===== config.mk =====
export PLATFORM = sky130hd
export DESIGN_NAME = wash_seq_ctrl
export DESIGN_NICKNAME = d
export VERILOG_FILES = /design/src/rtl/wash_pkg.sv /design/src/rtl/wash_phase_timer.sv /design/src/rtl/wash_fsm.sv /design/src/rtl/wash_out_dec.sv /design/src/rtl/wash_seq_ctrl.sv
export SDC_FILE = /design/constraint.sdc
export NUM_CORES = 1
export LEC_CHECK = 0
export BUFFER_PORTS_ARGS = -buffer_cell sky130_fd_sc_hd__clkbuf_2
export CAP_MARGIN = 5
export CORE_MARGIN = 3
export CORE_UTILIZATION = 55
export DETAILED_ROUTE_END_ITERATION = 10
export GPL_TIMING_DRIVEN = 1
export PLACE_DENSITY = 0.82
export SYNTH_ARGS = -nofsm -noshare
export SYNTH_HDL_FRONTEND = slang
export SYNTH_HIERARCHICAL = 1
export SYNTH_SLANG_ARGS = --single-unit

===== constraint.sdc =====
create_clock -name clk_i -period 4.8 [get_ports clk_i]
set_input_delay 0.24 -clock clk_i [delete_from_list [all_inputs] [get_ports clk_i]]
set_output_delay 0.24 -clock clk_i [all_outputs]
set_load 0.02 [all_outputs]

===== src/rtl/wash_pkg.sv =====
package wash_pkg;
  typedef enum logic [3:0] {
    ST_IDLE, ST_LOCK, ST_FILL, ST_HEAT, ST_WASH, ST_DRAIN,
    ST_REFILL, ST_RINSE, ST_SPIN, ST_DONE, ST_FAULT
  } wash_st_e;

  localparam logic [1:0] MOT_OFF  = 2'b00;
  localparam logic [1:0] MOT_AGI  = 2'b01;
  localparam logic [1:0] MOT_SPIN = 2'b10;

  localparam int LED_W    = 3;
  localparam int LED_BUSY = 0;
  localparam int LED_DONE = 1;
  localparam int LED_ERR  = 2;
endpackage


===== src/rtl/wash_phase_timer.sv =====
module wash_phase_timer #(
  parameter int CNT_W = 5
) (
  input  logic             clk_i,
  input  logic             rst_ni,
  input  logic             clr_i,
  input  logic             en_i,
  input  logic             tick_i,
  input  logic [CNT_W-1:0] limit_i,
  output logic             done_o
);
  logic [CNT_W-1:0] cnt_q;

  assign done_o = (cnt_q == limit_i);

  always_ff @(posedge clk_i or negedge rst_ni) begin
    if (!rst_ni)                          cnt_q <= '0;
    else if (clr_i)                       cnt_q <= '0;
    else if (en_i && tick_i && !done_o)   cnt_q <= cnt_q + 1'b1;
  end

  // count saturates at the phase limit
  a_r5_cnt_within_limit: assert property (@(posedge clk_i) disable iff (!rst_ni)
    cnt_q <= limit_i);
  a_r5_cnt_holds_no_tick: assert property (@(posedge clk_i) disable iff (!rst_ni)
    (!clr_i && !tick_i) |=> $stable(cnt_q));
endmodule


===== src/rtl/wash_fsm.sv =====
module wash_fsm
  import wash_pkg::*;
#(
  parameter int TEMP_W      = 8,
  parameter int CNT_W       = 5,
  parameter int WASH_MIN    = 30,
  parameter int RINSE_MIN   = 5,
  parameter int DRAIN_EXTRA = 2,
  parameter int SPIN_EXTRA  = 3
) (
  input  logic              clk_i,
  input  logic              rst_ni,
  input  logic              start_i,
  input  logic [TEMP_W-1:0] set_temp_i,
  input  logic [TEMP_W-1:0] temp_i,
  input  logic              drum_full_i,
  input  logic              door_locked_i,
  input  logic              tmr_done_i,
  output wash_st_e          state_o,
  output logic              tmr_clr_o,
  output logic              tmr_en_o,
  output logic [CNT_W-1:0]  limit_o
);
  wash_st_e          state_q, state_d;
  logic [TEMP_W-1:0] set_q;
  logic              active;
  logic              take_start;

  assign active     = state_q inside {ST_FILL, ST_HEAT, ST_WASH, ST_DRAIN,
                                      ST_REFILL, ST_RINSE, ST_SPIN};
  assign take_start = start_i && (state_q == ST_IDLE || state_q == ST_DONE);

  always_comb begin
    state_d = state_q;
    unique case (state_q)
      ST_IDLE, ST_DONE: if (start_i) state_d = ST_LOCK;
      ST_LOCK:   if (door_locked_i) state_d = ST_FILL;
      ST_FILL:   if (drum_full_i) state_d = ST_HEAT;
      ST_HEAT:   if (temp_i >= set_q) state_d = ST_WASH;
      ST_WASH:   if (tmr_done_i) state_d = ST_DRAIN;
      ST_DRAIN:  if (tmr_done_i && !drum_full_i) state_d = ST_REFILL;
      ST_REFILL: if (drum_full_i) state_d = ST_RINSE;
      ST_RINSE:  if (tmr_done_i) state_d = ST_SPIN;
      ST_SPIN:   if (tmr_done_i && !drum_full_i) state_d = ST_DONE;
      ST_FAULT:  state_d = ST_FAULT;
      default:   state_d = ST_FAULT;
    endcase
    if (active && !door_locked_i) state_d = ST_FAULT;
  end

  always_comb begin
    limit_o  = '0;
    tmr_en_o = 1'b0;
    unique case (state_q)
      ST_WASH:  begin limit_o = CNT_W'(WASH_MIN);    tmr_en_o = 1'b1;         end
      ST_RINSE: begin limit_o = CNT_W'(RINSE_MIN);   tmr_en_o = 1'b1;         end
      ST_DRAIN: begin limit_o = CNT_W'(DRAIN_EXTRA); tmr_en_o = !drum_full_i; end
      ST_SPIN:  begin limit_o = CNT_W'(SPIN_EXTRA);  tmr_en_o = !drum_full_i; end
      default:  ;
    endcase
  end

  assign tmr_clr_o = (state_d != state_q);
  assign state_o   = state_q;

  always_ff @(posedge clk_i or negedge rst_ni) begin
    if (!rst_ni) begin
      state_q <= ST_IDLE;
      set_q   <= '0;
    end else begin
      state_q <= state_d;
      if (take_start) set_q <= set_temp_i;
    end
  end

  a_r2_setpoint_captured: assert property (@(posedge clk_i) disable iff (!rst_ni)
    take_start |=> (set_q == $past(set_temp_i)));
  a_r4_setpoint_held: assert property (@(posedge clk_i) disable iff (!rst_ni)
    (state_q == ST_HEAT) |=> $stable(set_q));
  a_r10_fault_sticky: assert property (@(posedge clk_i) disable iff (!rst_ni)
    (state_q == ST_FAULT) |=> (state_q == ST_FAULT));
  a_r2_lock_waits: assert property (@(posedge clk_i) disable iff (!rst_ni)
    (state_q == ST_LOCK && !door_locked_i) |=> (state_q == ST_LOCK));
endmodule


===== src/rtl/wash_out_dec.sv =====
module wash_out_dec
  import wash_pkg::*;
(
  input  wash_st_e         state_i,
  output logic [LED_W-1:0] led_o,
  output logic             inlet_o,
  output logic [1:0]       motor_o,
  output logic             heater_o,
  output logic             door_lock_o,
  output logic             pump_o
);
  always_comb begin
    led_o       = '0;
    inlet_o     = 1'b0;
    motor_o     = MOT_OFF;
    heater_o    = 1'b0;
    door_lock_o = 1'b0;
    pump_o      = 1'b0;
    unique case (state_i)
      ST_IDLE:  ;
      ST_DONE:  led_o[LED_DONE] = 1'b1;
      ST_FAULT: led_o[LED_ERR]  = 1'b1;
      default: begin
        led_o[LED_BUSY] = 1'b1;
        door_lock_o     = 1'b1;
        unique case (state_i)
          ST_FILL, ST_REFILL: inlet_o  = 1'b1;
          ST_HEAT:            heater_o = 1'b1;
          ST_WASH, ST_RINSE:  motor_o  = MOT_AGI;
          ST_DRAIN:           pump_o   = 1'b1;
          ST_SPIN: begin
            pump_o  = 1'b1;
            motor_o = MOT_SPIN;
          end
          default: ;
        endcase
      end
    endcase
  end
endmodule


===== src/rtl/wash_seq_ctrl.sv =====
module wash_seq_ctrl
  import wash_pkg::*;
#(
  parameter int TEMP_W      = 8,
  parameter int WASH_MIN    = 30,
  parameter int RINSE_MIN   = 5,
  parameter int DRAIN_EXTRA = 2,
  parameter int SPIN_EXTRA  = 3
) (
  input  logic              clk_i,
  input  logic              rst_ni,
  input  logic              start_i,
  input  logic [TEMP_W-1:0] set_temp_i,
  input  logic [TEMP_W-1:0] temp_i,
  input  logic              drum_full_i,
  input  logic              door_locked_i,
  input  logic              min_tick_i,
  output logic [2:0]        led_o,
  output logic              inlet_o,
  output logic [1:0]        motor_o,
  output logic              heater_o,
  output logic              door_lock_o,
  output logic              pump_o
);
  localparam int MAX_A   = (WASH_MIN > RINSE_MIN) ? WASH_MIN : RINSE_MIN;
  localparam int MAX_B   = (DRAIN_EXTRA > SPIN_EXTRA) ? DRAIN_EXTRA : SPIN_EXTRA;
  localparam int MAX_LIM = (MAX_A > MAX_B) ? MAX_A : MAX_B;
  localparam int CNT_W   = $clog2(MAX_LIM + 1);

  wash_st_e         state;
  logic             tmr_clr, tmr_en, tmr_done;
  logic [CNT_W-1:0] limit;

  wash_fsm #(
    .TEMP_W(TEMP_W), .CNT_W(CNT_W), .WASH_MIN(WASH_MIN), .RINSE_MIN(RINSE_MIN),
    .DRAIN_EXTRA(DRAIN_EXTRA), .SPIN_EXTRA(SPIN_EXTRA)
  ) u_fsm (
    .clk_i, .rst_ni, .start_i, .set_temp_i, .temp_i, .drum_full_i, .door_locked_i,
    .tmr_done_i(tmr_done), .state_o(state), .tmr_clr_o(tmr_clr),
    .tmr_en_o(tmr_en), .limit_o(limit)
  );

  wash_phase_timer #(.CNT_W(CNT_W)) u_timer (
    .clk_i, .rst_ni, .clr_i(tmr_clr), .en_i(tmr_en), .tick_i(min_tick_i),
    .limit_i(limit), .done_o(tmr_done)
  );

  wash_out_dec u_dec (
    .state_i(state), .led_o, .inlet_o, .motor_o, .heater_o, .door_lock_o, .pump_o
  );

  a_r11_no_fill_while_pump: assert property (@(posedge clk_i) disable iff (!rst_ni)
    !(inlet_o && pump_o));
  a_r9_motor_code_legal: assert property (@(posedge clk_i) disable iff (!rst_ni)
    motor_o != 2'b11);
  a_r4_heat_follows_fill: assert property (@(posedge clk_i) disable iff (!rst_ni)
    $rose(heater_o) |-> $past(inlet_o));
  a_r10_fault_all_off: assert property (@(posedge clk_i) disable iff (!rst_ni)
    led_o[LED_ERR] |-> !(inlet_o || heater_o || pump_o || door_lock_o || (motor_o != MOT_OFF)));
endmodule


==> summary.md <==
| Metric | Value |
|---|---|
| # setup viols final | 0 |
| Crit-path leading delay family | simple AND/OR/NAND/NOR gates |
| YS warnings | 6 |
| CP cell instances | nand2_1, a21oi_1, xor2_1, nor3_2, and2_1, nand2b_1, mux2i_1, a211oi_1, or4_1, o311ai_1, nor2_1, mux2_1 |
| Core Area | between 0.002 and 0.003 sq mm |
| Setup crit end kind | register |
| Critical path class | reg -> reg |
| Post-synth EDFFs | 0 |
| Antenna viol nets, final | 0 |
| Max-slew violations | 0 |
| Final WL | about 3000 microns |
| CP max FO | 24 |
| Syn_area_per_cell | slightly below 9 sq um |
| Cell Area, Synth | 0.00151 sq mm |
| Place WS | 1.10 ns |
| Status | complete, no violations |
| Placer congestion estimate | roughly 0.86 |
| Count of cell types in the netlist | 55 |
| CP Buf/Inv Count | 0 |
| RSZ-0062 raised after global routing | false |
| Area contributors post-synth | dfrtp_1 28%, ha_1 7.5%, a21oi_1 5.6%, mux2_1 4.5%, mux2_2 3.7% |
| First-pass DRT Iterations | 4 |
| Global-route wire length before repair | a little over 5000 microns |
| Fill cell count | between 200 and 250 |
| Internal | ~0.30 mW |
| Mapped Cells | ~170 |
| Die H | 58.4 microns |
| Final hold viol count | 0 |
| DRC Markers | 0 |
| Fin crit share | 0.780 |
| Max-cap violations | 0 |
| Vias in the first global route | about 1200 |
| Area share of the largest cell type after synthesis | 0.282 |
| Final Power | 0.446 mW |
| Leading cell type in the layout, fill and taps excluded | clkbuf_2 |
| Post-cts resize count | 0 |
| Clock skew | roughly 0.0010 ns |
| Psw | ~0.15 mW |
| Crit path largest cell delay | a little over 0.8 ns |
| Vias per inst | around 6 |
| Routed len/inst | between 10 and 15 microns |
| Comb power frac | 0.378 |
| Synth-to-layout area growth | 11.3% |
| Main synth FF type | dfrtp_1 |
| Hpwl dp | around 2400 microns |
| Final critical-path required period | approximately 3.7 ns |
| Worst slew margin | 0.337 |
| Row count | 18 |
| CTS HTree Levels | 1 |
| Sw Share | 0.338 |
| CTS root buf | clkbuf_4 |
| Critical path launch point type | register |
| Top cell type by total area after synthesis | dfrtp_1 |
| Clock share of power | 0.168 |
| Initial Util | 0.592 |
| IO Pins | 31 |
| Hold WC Path Type | in -> reg |
| Slew @ Worst Pin | 0.978 ns |
| Worst-case clock buffer depth | 2 |
| CP arrival | around 3.9 ns |
| Reg clk slew, reported paths | 0.09 ns |
| PwrDens | 266 mW/mm^2 |
| Fraction of layout cells with a size suffix above 1 | 0.236 |
| Sequential share of power | 0.454 |
| Routed vias | 1359 |
| Leading cell types in the layout, fill and taps excluded | 30 x clkbuf_2, 17 x a21oi_1, 17 x dfrtp_1, 14 x nor2_1, 10 x inv_1 |
| ANT cells | 0 |
| Worst skew pair latency | around 0.28 ns |
| Max Fclk | approximately 0.27 GHz |
| Initial DRC count | 84 |
| Share of flip-flops with an asynchronous set or reset | 1.00 |
| P_leak | a little over 0.8 nW |
| Port bufs | 30 |
| Num CTS Buffers | 3 |
| GR Overflow Total | 0 |
| Largest net degree at the start of global routing | 25 |
| CTS tree | yes |
| Worst Path Required | between 4 and 5 ns |
| Syn nets | between 200 and 250 |
| Die area | around 0.0034 sq mm |
| Post-route setup slack | ~1.1 ns |
| Clk sinks | 17 |
| Final net count | ~230 |
| Seq/Total Area, Yosys | 0.282 |
| Fin Setup TNS | 0 ns |
| Seq cells post-synth | 17 |
| Max VDD drop | between 0.0002 and 0.0003 V |
| Initial antenna violation count | 0 |
| Crit-path slowest cell | dfrtp_1 |
| Die W | ~58 microns |
| Overall Global Routing Usage | 0.193 |
metal layers:
| metal | GRT usage | part of all wire |
|---|---|---|
| met4 | 0.0695 | 0.0046 |
| met5 | 0 | 0 |
| met3 | 0.0285 | 0.064 |
| met2 | 0.321 | 0.47 |
| met1 | 0.256 | 0.46 |
stage by stage:
| step | cells | cell area (sq um) | hold WS [ns] | utilization |
|---|---|---|---|---|
| global route | 229 | 1680 | 0.160 | 0.659 |
| global placement | 224 | 1640 | 0.187 | 0.645 |
| floorplan | 173 | 1510 | -0.0556 | - |
| detailed placement | 224 | 1640 | 0.197 | 0.645 |
| finish | 229 | 1680 | 0.159 | 0.659 |
| CTS | 229 | 1680 | 0.150 | 0.659 |
power by group through the flow:
stage	Combinational [mW]	Clock (mW)	Sequential, mW
final	0.169	0.0750	0.202
after global placement	0.162	0	0.202
after CTS	0.170	0.0787	0.203
after detailed placement	0.169	0	0.206
after global routing	0.198	0.0871	0.207
after floorplan	0.132	0	0.199
sequential cells by signal, indices dropped and copies added (netlist names):
signal	flops
u_timer/cnt_q	5
u_fsm/set_q	8
u_fsm/state_o	4
cell type report:
cell class / count / area [sq um] / area share
inverter: 14 / 52.6 / 0.0313
tap: 30 / 37.5 / 0.0224
clock buffer: 4 / 26.3 / 0.0157
sequential: 17 / 425 / 0.254
multi-input combinational: 133 / 976 / 0.582
timing repair buffer: 31 / 160 / 0.0955
logic make-up (layout without fill, tap and decap cells):
group | count (synthesis) | after routing | synth area share
XOR/XNOR | 7 | 7 | 0.0407
AND/OR/NAND/NOR | 63 | 63 | 0.251
buffers and inverters | 23 | 49 | 0.0705
adder cells (fa/ha/maj) | 9 | 9 | 0.0747
flip-flops | 17 | 17 | 0.282
AO/OA/AOI/OAI | 40 | 40 | 0.175
multiplexers | 14 | 14 | 0.105
cells in the mapped netlist, types with 3 or more instances:
master    count
a21oi_1      17
a31oi_1       3
buf_2         4
dfrtp_1      17
ha_1          9
inv_1        10
inv_2         3
mux2_1        6
mux2_2        5
nand2_1       8
nand2b_1      7
nand3_1       5
nor2_1       14
nor2b_1       5
nor3_1        4
nor3b_1       3
xor2_1        6
timing repair:
| item | CTS | global route |
|---|---|---|
| setup buffers | 0 | 0 |
| hold buffers | 1 | 0 |
| endpoints found under the hold margin | 17 | 0 |
worst paths after layout:
path	start	endpoint	slack [ns]	cells past startpoint
min in group asynchronous	rst_ni	u_timer/cnt_q[0]$_DFFE_PN0P_	0.41	2
max reg2reg	u_fsm/state_o[0]$_DFF_PN0_	u_timer/cnt_q[2]$_DFFE_PN0P_	1.05	12
min	set_temp_i[7]	u_fsm/set_q[7]$_DFFE_PN0P_	0.16	2
min reg2reg	u_fsm/set_q[7]$_DFFE_PN0P_	u_fsm/set_q[7]$_DFFE_PN0P_	0.50	1
max in group asynchronous	rst_ni	u_fsm/set_q[4]$_DFFE_PN0P_	4.09	2
max	u_fsm/state_o[0]$_DFF_PN0_	u_timer/cnt_q[2]$_DFFE_PN0P_	1.05	12
Power figures use the tool's default switching activity.
